## config.mk

```make
export PLATFORM = sky130hd
export DESIGN_NAME = scaled_counter
export DESIGN_NICKNAME = d
export VERILOG_FILES = /design/src/rtl/scnt_pkg.sv /design/src/rtl/scnt_regs.sv /design/src/rtl/scnt_accum.sv /design/src/rtl/scaled_counter.sv
export SDC_FILE = /design/constraint.sdc
export NUM_CORES = 1
export LEC_CHECK = 0
export BUFFER_PORTS_ARGS = -buffer_cell sky130_fd_sc_hd__buf_2
export CORE_UTILIZATION = 40
export CTS_BUF_LIST = sky130_fd_sc_hd__clkbuf_16
export CTS_CLUSTER_DIAMETER = 40
export DETAILED_ROUTE_END_ITERATION = 10
export PLACE_DENSITY = 0.62
export SLEW_MARGIN = 20
export SYNTH_ARGS = -nofsm -noshare
export SYNTH_HDL_FRONTEND = slang
export SYNTH_SLANG_ARGS = --single-unit
```

## constraint.sdc

```tcl
create_clock -name clk -period 8.2 [get_ports clk]
set_clock_uncertainty 0.1 [all_clocks]
set_input_delay 0.41 -clock clk [delete_from_list [all_inputs] [get_ports clk]]
set_output_delay 0.41 -clock clk [all_outputs]
set_load 0.05 [all_outputs]
```

## src/rtl/scnt_pkg.sv

```systemverilog
// Shared constants for the scaled system counter: register byte offsets
// and control-word bit positions. Assumes a 5-bit byte address.
package scnt_pkg;
    localparam int ADDR_W = 5;
    localparam logic [ADDR_W-1:0] OFF_CTRL  = 5'h00;
    localparam logic [ADDR_W-1:0] OFF_CNTLO = 5'h08;
    localparam logic [ADDR_W-1:0] OFF_CNTHI = 5'h0C;
    localparam logic [ADDR_W-1:0] OFF_SCALE = 5'h10;
    localparam int BIT_RUN   = 0;
    localparam int BIT_SCALE = 1;
    localparam int BIT_BAD   = 2;
endpackage

```

## src/rtl/scnt_regs.sv

```systemverilog
// Control and scale registers. Holds the run bit, the scaling bit, the
// sticky invalid flag and the scale value. Produces gated load strobes for
// the count halves, which are legal only while stopped.
// Assumes single-cycle write strobes.
module scnt_regs
    import scnt_pkg::*;
#(
    parameter int DATA_W = 32,
    parameter logic [DATA_W-1:0] SCALE_RST = 32'h0100_0000
) (
    input  logic              clk,
    input  logic              rst_n,
    input  logic              wr_en_i,
    input  logic [ADDR_W-1:0] wr_addr_i,
    input  logic [DATA_W-1:0] wr_data_i,
    output logic              run_o,
    output logic              scl_en_o,
    output logic              bad_o,
    output logic [DATA_W-1:0] scale_o,
    output logic              ld_lo_o,
    output logic              ld_hi_o
);
    logic wr_ctrl, wr_scale;

    // Decode write targets.
    always_comb begin
        wr_ctrl  = wr_en_i && (wr_addr_i == OFF_CTRL);
        wr_scale = wr_en_i && (wr_addr_i == OFF_SCALE);
        ld_lo_o  = wr_en_i && (wr_addr_i == OFF_CNTLO) && !run_o;
        ld_hi_o  = wr_en_i && (wr_addr_i == OFF_CNTHI) && !run_o;
    end

    // Control bits and sticky flag update.
    always_ff @(posedge clk) begin
        if (!rst_n) begin
            run_o    <= 1'b0;
            scl_en_o <= 1'b0;
            bad_o    <= 1'b0;
        end else begin
            if (wr_ctrl) begin
                run_o    <= wr_data_i[BIT_RUN];
                scl_en_o <= wr_data_i[BIT_SCALE];
            end
            if (wr_scale && run_o)
                bad_o <= 1'b1;
        end
    end

    // Scale register storage.
    always_ff @(posedge clk) begin
        if (!rst_n)
            scale_o <= SCALE_RST;
        else if (wr_scale)
            scale_o <= wr_data_i;
    end
endmodule

```

## src/rtl/scnt_accum.sv

```systemverilog
// Count datapath: a CNT_W-bit integer count above a FRAC_W-bit hidden
// fraction. A scaled tick adds the fixed-point scale to {count, fraction}.
// An unscaled tick adds one to the count. Count halves load from the
// register port. Assumes CNT_W == 2*DATA_W and that loads arrive only
// while stopped (the load strobes are gated upstream).
module scnt_accum #(
    parameter int DATA_W = 32,
    parameter int CNT_W  = 64,
    parameter int FRAC_W = 24
) (
    input  logic              clk,
    input  logic              rst_n,
    input  logic              step_i,
    input  logic              scl_en_i,
    input  logic [DATA_W-1:0] scale_i,
    input  logic              ld_lo_i,
    input  logic              ld_hi_i,
    input  logic [DATA_W-1:0] ld_data_i,
    output logic [CNT_W-1:0]  count_o
);
    localparam int SUM_W = CNT_W + FRAC_W;
    localparam int PAD_W = SUM_W - DATA_W;

    logic [FRAC_W-1:0] frac_q;
    logic [SUM_W-1:0]  scaled_sum;

    // Fixed-point sum of {count, fraction} and the zero-extended scale.
    always_comb scaled_sum = {count_o, frac_q} + {{PAD_W{1'b0}}, scale_i};

    // Count and fraction update.
    always_ff @(posedge clk) begin
        if (!rst_n) begin
            count_o <= '0;
            frac_q  <= '0;
        end else if (step_i) begin
            if (scl_en_i)
                {count_o, frac_q} <= scaled_sum;
            else
                count_o <= count_o + 1'b1;
        end else begin
            if (ld_lo_i) count_o[DATA_W-1:0]     <= ld_data_i;
            if (ld_hi_i) count_o[CNT_W-1:DATA_W] <= ld_data_i;
        end
    end
endmodule

```

## src/rtl/scaled_counter.sv

```systemverilog
// Top level of the scaled system counter. Joins the register block and
// the count datapath and provides the combinational read mux.
// Assumes one tick pulse per counter period.
module scaled_counter
    import scnt_pkg::*;
#(
    parameter int DATA_W = 32,
    parameter int CNT_W  = 64,
    parameter int FRAC_W = 24
) (
    input  logic              clk,
    input  logic              rst_n,
    input  logic              tick_i,
    input  logic              wr_en_i,
    input  logic [4:0]        wr_addr_i,
    input  logic [DATA_W-1:0] wr_data_i,
    input  logic [4:0]        rd_addr_i,
    output logic [DATA_W-1:0] rd_data_o,
    output logic [CNT_W-1:0]  count_o
);
    logic              run, scl_en, bad, ld_lo, ld_hi, step;
    logic [DATA_W-1:0] scale;

    scnt_regs #(.DATA_W(DATA_W)) u_regs (
        .clk(clk), .rst_n(rst_n), .wr_en_i(wr_en_i), .wr_addr_i(wr_addr_i),
        .wr_data_i(wr_data_i), .run_o(run), .scl_en_o(scl_en), .bad_o(bad),
        .scale_o(scale), .ld_lo_o(ld_lo), .ld_hi_o(ld_hi)
    );

    // A tick counts only while running.
    always_comb step = tick_i && run;

    scnt_accum #(.DATA_W(DATA_W), .CNT_W(CNT_W), .FRAC_W(FRAC_W)) u_accum (
        .clk(clk), .rst_n(rst_n), .step_i(step), .scl_en_i(scl_en),
        .scale_i(scale), .ld_lo_i(ld_lo), .ld_hi_i(ld_hi),
        .ld_data_i(wr_data_i), .count_o(count_o)
    );

    // Read mux over the mapped offsets.
    always_comb begin
        rd_data_o = '0;
        unique case (rd_addr_i)
            OFF_CTRL: begin
                rd_data_o[BIT_RUN]   = run;
                rd_data_o[BIT_SCALE] = scl_en;
                rd_data_o[BIT_BAD]   = bad;
            end
            OFF_CNTLO: rd_data_o = count_o[DATA_W-1:0];
            OFF_CNTHI: rd_data_o = count_o[CNT_W-1:DATA_W];
            OFF_SCALE: rd_data_o = scale;
            default:   rd_data_o = '0;
        endcase
    end
endmodule

```

==> results.yml <==
outcome:
  status: "finished, final reports clean"
timing:
  tightest_slew_ns: 1.149
  drv_slew: 0
  rsz0062_at_grt: "false"
  fin_crit_sh_pct: 47.08
  finalSetupViolations: 0
  fin_tns_setup_ns: 0
  post-route-min-period_ns: 3.860
  max_slew_margin_pct: 23.10
  max_freq_ghz: 0.2590
  finalHoldViolCount: 0
cells_and_area:
  finalNetCount: 1374
  drive_gt1_share_pct: 16.37
  post-route-util_pct: 47.56
  num_antenna_cells: 0
  nFillCells: 2150
  syn_to_final_growth_pct: 15.12
clocking:
  cts_sinks: 123
  numCtsBuffers: 17
  clock-root-buffer: "clkbuf_16"
  cts_setup_buffers: 0
  clock_latency_ns: 0.43
  cts_tree: "yes"
  cts_resized: 0
  htreeDepth: 4
  clk_pin_slew_ns: 0.06
  hold_buffers: 0
  cts.path.max_buffers: 2
synthesis:
  muxShareOfSynthArea_pct: 5.250
  synthAdderAreaFrac_pct: 4.922
  yosys.area.top_type: "dfxtp_1"
  ys_seq_elements: 123
  synth_area_per_cell_um2: 7.292
  ys_seq_area_share_pct: 28.00
  synthDistinctLibCells: 84
  synth_top_cell_area_share_pct: 28.00
  synth_compound_area_share_pct: 26.49
  synthFlopType: "dfxtp_1"
  ys_warn_count: 0
  yosysMostFrequentCell: "nand2_1"
  synth.top_cells.by_area: "dfxtp_1 (28%), nand2_1 (10%), a21oi_1 (6.8%)"
  syn-num-nets: 1286
  async_reset_ff_share_pct: 0
  synth_common_cells: "nand2_1 (244), dfxtp_1 (123), a21oi_1 (120), o21ai_0 (84)"
  synth_edf_count: 0
  synth-simple-area-share_pct: 26.63
  synth_top_family_by_area: "simple AND/OR/NAND/NOR gates"
  synth_xor_area_share_pct: 3.486
  synthCells: 1206
  synth_area_um2: 8795
critical_path:
  worstSetupPathType: "flop to flop"
  worstPathArrival_ns: 4.06
  critical-path-top-delay-family: "compound AO/OA/AOI/OAI gates"
  worst-path-buf-inv: 0
  crit_required_ns: 8.40
  slowest_delay_ns: 0.61
  cp.depth: 10
  startpoint_type: "flop"
  startpoint: "u_accum.count_o[0]"
  crit_fanout: 15
  rr_worst_depth: 10
  timing.rr.start: "u_accum.count_o[0]"
  crit_chain: "ha_1 > a21oi_1 > o21ai_0 > a211oi_1 > o2111ai_1 > o22ai_1 > o22ai_2 > and3_1 > a211oi_1 > a311oi_1"
  crit_slowest_cell: "dfxtp_1"
  path_common_cell: "a211oi_1"
  end_kind: "flop"
  r2r_slack_ns: 4.34
  crit_end: "u_accum.count_o[19]"
  rr_endpoint: "u_accum.count_o[19]"
place:
  gp_congestion: 0.9457
  portBuffers: 141
  hpwl_um: 26000
detailed_routing:
  ant_nets: 0
  vias: 9884
  route.detailed.wl_per_inst_um: 22.95
  first_iter_violations: 1292
  drtPass1Iterations: 5
  drc: 0
  vias_per_cell: 6.248
  wl_um: 36300
global_routing:
  grt_usage_pct: 32.73
  grt_pass1_wl_um: 55120
  grt.overflow.total: 0
  antenna_found_initial: 0
  grt_pass1_vias: 8979
  grt_max_degree: 72
floorplanning:
  initial_utilization_pct: 41.32
  ios: 142
  dieArea_um2: 22580
  coreArea_um2: 21290
  die_h_um: 150.3
  die_w_um: 150.3
  num_rows: 53
power_and_ir_drop:
  peakVddDrop_mv: 0.1258
  p_per_area_nw_per_um2: 142.7
  leakagePower_nw: 3.911
flow_run:
  maxCapViolations: 0
min_path:
  hold_class: "input port to flop"
[flip-flops by register name, indices dropped and copies added, names as in the netlist]
signal	flops
u_accum.count_o	64
u_accum.frac_q	24
u_regs.bad_o	1
u_regs.run_o	1
u_regs.scale_o	32
u_regs.scl_en_o	1
[report_power, final]
part           internal (mW)  switching [mW]
clock                  0.441           0.302
sequential             0.602         0.00996
combinational         0.0255          0.0646
[cell type report]
cell class,instances,area [µm²],share of cell area [%]
clock buffers,17,425.4,4.202
clock inverters,15,135.1,1.335
inverters,20,75.07,0.7415
multi-input cells,979,5887,58.14
flip-flops and latches,123,2462,24.32
well taps,275,344.1,3.398
repair buffers,153,795.8,7.860
[logic make-up (layout without fill, tap and decap cells)]
group / after synthesis / count (layout)
adders and majority gates: 34 / 34
buffers and inverters: 104 / 205
muxes: 46 / 46
AOI/OAI and AO/OA: 366 / 366
xor gates and xnor gates: 35 / 35
DFF: 123 / 123
and+or+nand+nor: 498 / 498
[how the worst min path moves through the flow]
stage / start / to / slack (ns) / cells after the start
6_report: wr_data_i[24] / u_regs.scale_o[24] / 0.14 / 3
3_3_place_gp: u_accum.frac_q[4] / u_accum.frac_q[4] / 0.34 / 2
4_1_cts: wr_data_i[30] / u_regs.scale_o[30] / 0.13 / 3
2_1_floorplan: u_accum.frac_q[7] / u_accum.frac_q[7] / 0.34 / 2
5_1_grt: wr_data_i[31] / u_regs.scale_o[31] / 0.15 / 3
3_5_place_dp: u_accum.frac_q[13] / u_accum.frac_q[13] / 0.35 / 2
[routing by layer]
layer	up-vias	routed length (µm)	GRT usage (%)
met5	-	0	0
met4	0	1617	16.01
met3	94	3595	5.061
met2	580	15360	47.44
met1	4593	15730	46.74
li1	4617	-	-
[cells in the final DEF, fill, tap and decap left out, types with 9 or more instances in the layout]
master and instances:
a211oi_1 9, a21oi_1 120, a311oi_1 12, a31oi_1 37
and3_1 25, buf_2 141, buf_4 12, clkbuf_16 17
dfxtp_1 123, ha_1 33, inv_1 21, mux2i_1 45
nand2_1 243, nand3_1 46, nand4_1 29, nor2_1 63
nor3_1 17, o21a_1 9, o21ai_0 84, o21bai_1 9
or3_1 10, or4_1 15, xnor2_1 24, xor2_1 11
[per-stage QoR]
stage               cells  hold WS, ns  power (mW)  worst slack [ns]  cell area (µm²)
floorplan            1206       0.3356      0.6711             5.003             8795
global placement     1550       0.3431      0.7131             4.491             9563
CTS                  1582       0.1310       1.444             4.434            10120
detailed placement   1550       0.3513      0.7130             4.461             9563
finish               1582       0.1409       1.445             4.340            10120
global route         1582       0.1501       1.478             4.110            10120
[worst reg2reg max path: cells and delay by family (launching register included)]
kind / cells / cell delay [ns]
compound gates: 8 / 2.33
simple gates: 1 / 0.31
fa+ha+maj: 1 / 0.37
flops: 1 / 0.61
No activity file was read; power rests on OpenSTA's default activity.
